`config.mk`:
```
export PLATFORM = sky130hd
export DESIGN_NAME = fp_err_pin
export DESIGN_NICKNAME = d
export VERILOG_FILES = /design/src/rtl/fperr_pkg.sv /design/src/rtl/fperr_bnd_qual.sv /design/src/rtl/fperr_clr_ctl.sv /design/src/rtl/fperr_core.sv /design/src/rtl/fp_err_pin.sv
export SDC_FILE = /design/constraint.sdc
export NUM_CORES = 1
export LEC_CHECK = 0
export BUFFER_PORTS_ARGS = -buffer_cell sky130_fd_sc_hd__buf_2
export CORE_AREA = 2 2 39 41
export CTS_BUF_LIST = sky130_fd_sc_hd__clkbuf_4
export CTS_CLUSTER_DIAMETER = 100
export CTS_CLUSTER_SIZE = 30
export DETAILED_ROUTE_END_ITERATION = 7
export DIE_AREA = 0 0 41 43
export HOLD_SLACK_MARGIN = 0.02
export PLACE_DENSITY = 0.38
export SETUP_SLACK_MARGIN = 0.4
export SLEW_MARGIN = 20
export SYNTH_ARGS = -nofsm -noshare
export SYNTH_HDL_FRONTEND = slang
export SYNTH_HIERARCHICAL = 1
export SYNTH_SLANG_ARGS = --single-unit
```
`constraint.sdc`:
```
create_clock -name clk -period 0.9 [get_ports clk]
set_clock_uncertainty 0.1 [all_clocks]
set_input_delay 0.045 -clock clk [delete_from_list [all_inputs] [get_ports clk]]
set_output_delay 0.045 -clock clk [all_outputs]
set_load 0.005 [all_outputs]
```
`src/rtl/fperr_pkg.sv`:
```
package fperr_pkg;
  localparam int CLS_W = 2;
  localparam int NUM_CLS = 1 << CLS_W;

  typedef enum logic [CLS_W-1:0] {
    CLS_OTHER = 2'd0,
    CLS_FP    = 2'd1,
    CLS_SIMD  = 2'd2,
    CLS_WAIT  = 2'd3
  } ins_class_e;

  // Classes whose boundary may expose a pending error (bit n = class code n)
  localparam logic [NUM_CLS-1:0] QUAL_DEFAULT =
    (NUM_CLS'(1) << CLS_FP) | (NUM_CLS'(1) << CLS_SIMD) | (NUM_CLS'(1) << CLS_WAIT);
endpackage

```
`src/rtl/fperr_bnd_qual.sv`:
```
module fperr_bnd_qual #(
  parameter int CLS_W = 2,
  parameter int NUM_CLS = 1 << CLS_W,
  parameter logic [NUM_CLS-1:0] QUAL_MASK = '1
) (
  input  logic             bnd_valid_i,
  input  logic [CLS_W-1:0] bnd_class_i,
  output logic             qual_o
);
  logic [NUM_CLS-1:0] hit;

  for (genvar c = 0; c < NUM_CLS; c++) begin : g_cls
    if (QUAL_MASK[c]) begin : g_on
      assign hit[c] = (bnd_class_i == CLS_W'(c));
    end else begin : g_off
      assign hit[c] = 1'b0;
    end
  end

  assign qual_o = bnd_valid_i && (|hit);
endmodule

```
`src/rtl/fperr_clr_ctl.sv`:
```
module fperr_clr_ctl (
  input  logic clr_all_i,
  input  logic clr_load_i,
  input  logic load_unmasked_i,
  output logic clr_o,
  output logic mark_o
);
  // A load that leaves an unmasked exception re-arms the pending record
  assign clr_o  = clr_all_i || (clr_load_i && !load_unmasked_i);
  assign mark_o = clr_load_i && load_unmasked_i && !clr_all_i;
endmodule

```
`src/rtl/fperr_core.sv`:
```
module fperr_core (
  input  logic clk,
  input  logic rst,
  input  logic exc_i,
  input  logic qual_i,
  input  logic clr_i,
  input  logic mark_i,
  output logic err_q,
  output logic pend_q
);
  logic err_d, pend_d;

  always_comb begin
    err_d  = err_q;
    pend_d = pend_q;
    if (clr_i) begin
      err_d  = 1'b0;
      pend_d = 1'b0;
    end else begin
      // Boundary uses the record from earlier instructions only
      if (qual_i && pend_q) err_d = 1'b1;
      if (exc_i || mark_i) pend_d = 1'b1;
    end
  end

  always_ff @(posedge clk) begin
    if (rst) begin
      err_q  <= 1'b0;
      pend_q <= 1'b0;
    end else begin
      err_q  <= err_d;
      pend_q <= pend_d;
    end
  end

  assert_rst_clear_R1: assert property (@(posedge clk)
    rst |=> (!err_q && !pend_q));

  assert_rise_cause_R2: assert property (@(posedge clk) disable iff (rst)
    $rose(err_q) |-> $past(qual_i && pend_q));

  // a clear empties both flops whatever else arrives
  assert_clear_wins_R8: assert property (@(posedge clk) disable iff (rst)
    clr_i |=> (!err_q && !pend_q));

  assert_hold_low_R9: assert property (@(posedge clk) disable iff (rst)
    (err_q && !clr_i) |=> err_q);
endmodule

```
`src/rtl/fp_err_pin.sv`:
```
module fp_err_pin #(
  parameter int CLS_W = fperr_pkg::CLS_W,
  parameter int NUM_CLS = 1 << CLS_W,
  parameter logic [NUM_CLS-1:0] QUAL_MASK = NUM_CLS'(fperr_pkg::QUAL_DEFAULT)
) (
  input  logic             clk,
  input  logic             rst,
  input  logic             fpu_exc_i,
  input  logic             bnd_valid_i,
  input  logic [CLS_W-1:0] bnd_class_i,
  input  logic             clr_all_i,
  input  logic             clr_load_i,
  input  logic             load_unmasked_i,
  input  logic             ne_ctl_i,
  input  logic             ignore_err_i,
  input  logic             test_float_i,
  output logic             err_n_o,
  output logic             err_oe_o
);
  logic qual_w, clr_w, mark_w, err_q, pend_q;

  fperr_bnd_qual #(
    .CLS_W(CLS_W), .NUM_CLS(NUM_CLS), .QUAL_MASK(QUAL_MASK)
  ) i_qual (
    .bnd_valid_i(bnd_valid_i),
    .bnd_class_i(bnd_class_i),
    .qual_o     (qual_w)
  );

  fperr_clr_ctl i_clr (
    .clr_all_i      (clr_all_i),
    .clr_load_i     (clr_load_i),
    .load_unmasked_i(load_unmasked_i),
    .clr_o          (clr_w),
    .mark_o         (mark_w)
  );

  fperr_core i_core (
    .clk   (clk),
    .rst   (rst),
    .exc_i (fpu_exc_i),
    .qual_i(qual_w),
    .clr_i (clr_w),
    .mark_i(mark_w),
    .err_q (err_q),
    .pend_q(pend_q)
  );

  // Pin value is the inverted flop state; the pad inverts nothing else
  assign err_n_o  = !err_q;
  assign err_oe_o = !test_float_i;

  assert_ignored_inputs_R7: assert property (@(posedge clk) disable iff (rst)
    (qual_w && pend_q && !clr_w && (ne_ctl_i || ignore_err_i)) |=> !err_n_o);

  assert_pin_level_R11: assert property (@(posedge clk) disable iff (rst)
    (!fpu_exc_i && !bnd_valid_i && !clr_all_i && !clr_load_i) |=> $stable(err_n_o));
endmodule

```
# Word level (Yosys, flattened, before mapping)
# Cells that the tools add are included.
# op_classes
n_reduce_logical	13
n_eq_ne	3
# ops
op	n
1-bit logical AND	5
2-bit equality test (second input constant)	2
1-bit zero test	4
3-bit OR reduction	1
2-bit by 1-bit equality test with 1-bit output (second input constant)	1
1-bit logical OR	2
2-bit OR reduction	1
# totals
register_bits	2
elab_cells	18
output_inout_bits	2
inputBits	12

# Depth between registers and ports, before layout
# logic_depth
depth_word	4
depth_mapped	4
ltp_nobuf	4

# Modules after synthesis
# The synthesis kept the hierarchy.
# modules_own_cells
mod	cells_per_inst	seq_area_each_um2	area_per_inst_um2	n_inst
fperr_core	6	40.0	65.1	1
fperr_clr_ctl	4	0.0	18.8	1
fp_err_pin	2	0.0	7.5	1
fperr_bnd_qual	1	0.0	7.5	1

# Worst setup path after synthesis
# OpenSTA, ideal clock, no wires.
# synth_timing
kind	reg-to-reg
startpoint	reg, netlist name i_core/pend_q
endpoint	reg i_core.pend_q
path_stages_with_launch	3
n_path_buf	0
setup_time_ns	0.118
path_slack_ns	0.180
synth_period_minus_slack_ns	0.720
t_required_ns	0.682
arrival_time_ns	0.502
cell_sequence	dfxtp_1 nor3_1 nor3_1
# synth_rtl
element	line	source
end signal: assignment	fperr_core.sv:32	pend_q <= pend_d;
end: declaration	fperr_core.sv:9	output logic pend_q

# Worst setup path after layout
# layout_timing
startpoint	reg i_core.err_q
endpoint	out err_n_o
# layout_between
elab_chain_len	1
# layout_lines
element	line	source
start: declaration	fperr_core.sv:8	output logic err_q,
start signal: assignment	fperr_core.sv:31	err_q <= err_d;
1-bit zero test	fp_err_pin.sv:50	assign err_n_o = !err_q;
end: declaration	fp_err_pin.sv:17	output logic err_n_o,
# Every way passes these cells.

==> results.md <==
* Wire length of the first global-routing pass at around 520 um
* Beginning of the worst register-to-register path: i_core/err_q
* Post-Synthesis Net Count at 25
* Fraction of final layout cells with drive strength greater than 1 at 0.7500
* Core Footprint at approximately 0.0014 mm^2
* Global route total overflow at 0
* Synth area leader: dfxtp_1
* Portion of synthesized cell area occupied by the leading cell type at 0.4051
* Final Max Tran Viols at 0
* Area contributors post-synth: dfxtp_1, inv_1, nor3_1
* Hold path start: rst
* Total internal power at approximately 270 uW
* Unrepaired setup endpoints after global routing: yes
* Via count of the first global-routing pass at between 100 and 150
* Destination of the worst register-to-register timing path: i_core/err_q
* Switching power at slightly above 70 uW
* Peak supply drop at slightly above 700 uV
* Crit path capture type: primary output
* Standard-cell row count at 14
* WHS Path Cells at 2
* Crit Path Max Fanout at 2
* CTS Buf Count at 3
* Average routed wire per standard cell at slightly below 8 um
* Initial DRC Count at 5
* Maximum level of the CTS H-tree at 1
* Routed Wire Length at roughly 350 um
* Part of the total power dissipated in sequential elements at 0.281
* Number of instances in the synthesized netlist at 13
* Final Setup Violations at 0
* Number of inserted filler cells in the final layout at ~160
* Worst reg2reg setup slack at around 0.11 ns
* Vertical die dimension at roughly 43 um
* Max-capacitance violation count at 0
* Shortest clock period the worst path allows after layout at between 0.8 and 0.9 ns
* Fraction of power consumed by combinational cells at 0.136
* Final setup TNS at 0 ns
* Clock tree from TritonCTS: built
* Via count at 138
* Register-to-Register Path Depth at 3
* Share of async-settable or async-resettable flops after synthesis at 0
* Final #Nets at 42
* Mapped Avg Cell Area at about 7.6 um^2
* Overall die area at 0.001763 mm^2
* Chip width at between 40 and 50 um
* Maximum number of pins on one net before global-route repair at 3
* Sequential-to-total area share from yosys stat at 0.4051
* Starting density of the core at 0.07143
* Reg clk slew, reported paths at ~0.03 ns
* Avg Vias per Cell at around 3.1
* Number of inserted diodes at 0
* Maximum count of clock buffers along a single path at 2
* Number of synthesis warnings at 6
* Final worst slack at about 0.079 ns
* Count of final hold-check violations at 2
* Library cell with the highest instance count after synthesis: inv_1
* Clock Power Share at 0.583
* Cells along the critical path: inv_1 -> buf_2
* Sort of element at the start of the critical path: flip-flop
* Routability cong. at 0.5642
* Number of synthesized flops with an enable pin at 0
* Fin Hold WS at -0.08908 ns
* Number of sinks handled by clock tree synthesis at 2
* Static Leak at around 0.00011 uW
* Port Buffers at 11
* Clock root buffer master: clkbuf_4
* Boundary Pins at 14
* Ys flop type: dfxtp_1
* Max frequency at approximately 1200 MHz
* Layout overhead on the synthesized area at 122.8%
* Worst path max stage delay at about 0.31 ns
* Pwr dens at 1530 mW/mm^2
* Slowest stage cell on the critical path: dfxtp_2
* Period utilisation layout at 0.9122
* Number of iterations in the first detailed-routing pass at 2
* Antenna viol nets, final at 0
* Violations in the final reports: hold timing
* Synthesized flop and latch total at 2
* Post-place setup slack at between 0.15 and 0.2 ns
* Most frequent cells after synthesis: inv_1, dfxtp_1, nor3_1
* Category of the most critical setup path: reg -> out
* Relative slew slack at 0.8975
* Result of the run: complete, but fails checks
* Worst-Margin Slew at 0.1530 ns
* Arrival time reported for the critical path endpoint at 0.68 ns
* Class of the worst hold path: in -> reg
* Switching Fraction at 0.2129
* Aggregate global-route resource usage at 0.05706
* Skew-Pair Late Insertion Delay at around 0.22 ns
* Initial antenna violation count at 0
* Data required time at the worst endpoint at between 0.7 and 0.8 ns
* DRC Markers at 0
* Worst hold path endpoint: i_core/pend_q
* Post-synthesis instance area at 98.85 um^2
* Number of unique standard cell types used by synthesis at 9
-- per-layer routing --
| layer | wire length, um | global-route usage | vias to the layer above |
|---|---|---|---|
| met5 | 0 | 0 | - |
| met4 | 0 | 0.06000 | 0 |
| met3 | 66 | 0.07853 | 0 |
| met2 | 84 | 0.04688 | 12 |
| met1 | 197 | 0.05732 | 54 |
| li1 | - | - | 72 |
-- cell usage in the layout (no fill, tap or decap) --
cell and count:
clkbuf_4 3, a21o_1 1, nand2_1 1, o21a_1 1
inv_1 3, nor3_2 3, buf_4 1, buf_2 11
nor2_1 1, a21oi_2 1, dfxtp_2 2
-- worst max path at each step --
stage,from,endpoint,slack (ns),cells after the start
detailed placement,load_unmasked_i,i_core/pend_q,0.15,5
CTS,i_core/err_q,err_n_o,0.07,2
finish,i_core/err_q,err_n_o,0.08,2
global placement,bnd_class_i[1],i_core/err_q,0.17,4
floorplan,i_core/pend_q,i_core/err_q,0.23,2
global route,i_core/err_q,err_n_o,0.04,2
-- power groups by stage --
stage / clock, uW / sequential, uW / combinational, uW
after floorplan: 0 / 95.2 / 16.4
after global placement: 0 / 95.7 / 43.0
after detailed placement: 0 / 95.6 / 43.1
after CTS: 212 / 94.4 / 43.9
after global routing: 235 / 94.4 / 50.1
final: 197 / 94.6 / 45.8
-- critical path, delay by kind of cell, from the launching register on --
| family | cells | cell delay, ns |
|---|---|---|
| buffers and inverters | 2 | 0.14 |
| flip-flops | 1 | 0.31 |
-- per-stage QoR --
step	total power (uW)	instance area, um^2	instances	util
finish	336.9	220.2	44	0.1591
CTS	349.9	215.2	44	0.1555
detailed placement	138.7	183.9	40	0.1329
global route	379.1	220.2	44	0.1591
floorplan	111.7	108.9	13	-
global placement	138.6	183.9	40	0.1329
-- sequential cells by signal, indices dropped and copies added, names as in the netlist --
signal,flops
i_core/err_q,1
i_core/pend_q,1
-- repair_timing --
action	in CTS	in global routing
pin swaps	1	1
endpoints found under the hold margin	2	2
setup endpoints to repair	3	3
setup buffers	1	0
gates resized for setup	1	1
-- kinds of logic (layout without fill, tap and decap cells) --
logic type	after synthesis	count (layout)	share of synthesized area
AOI/OAI and AO/OA	3	3	0.2025
and+or+nand+nor	5	5	0.2784
DFF	2	2	0.4051
buffers and inverters	3	18	0.1139
-- layout make-up --
class	count	area, um^2	share of cell area
clock buffer	3	22.52	0.1023
inverter	3	11.26	0.05114
multi-input combinational	8	61.31	0.2784
timing repair buffer	12	62.56	0.2841
sequential	2	42.54	0.1932
tap	16	20.02	0.09091
(Power assumes the default switching activity.)
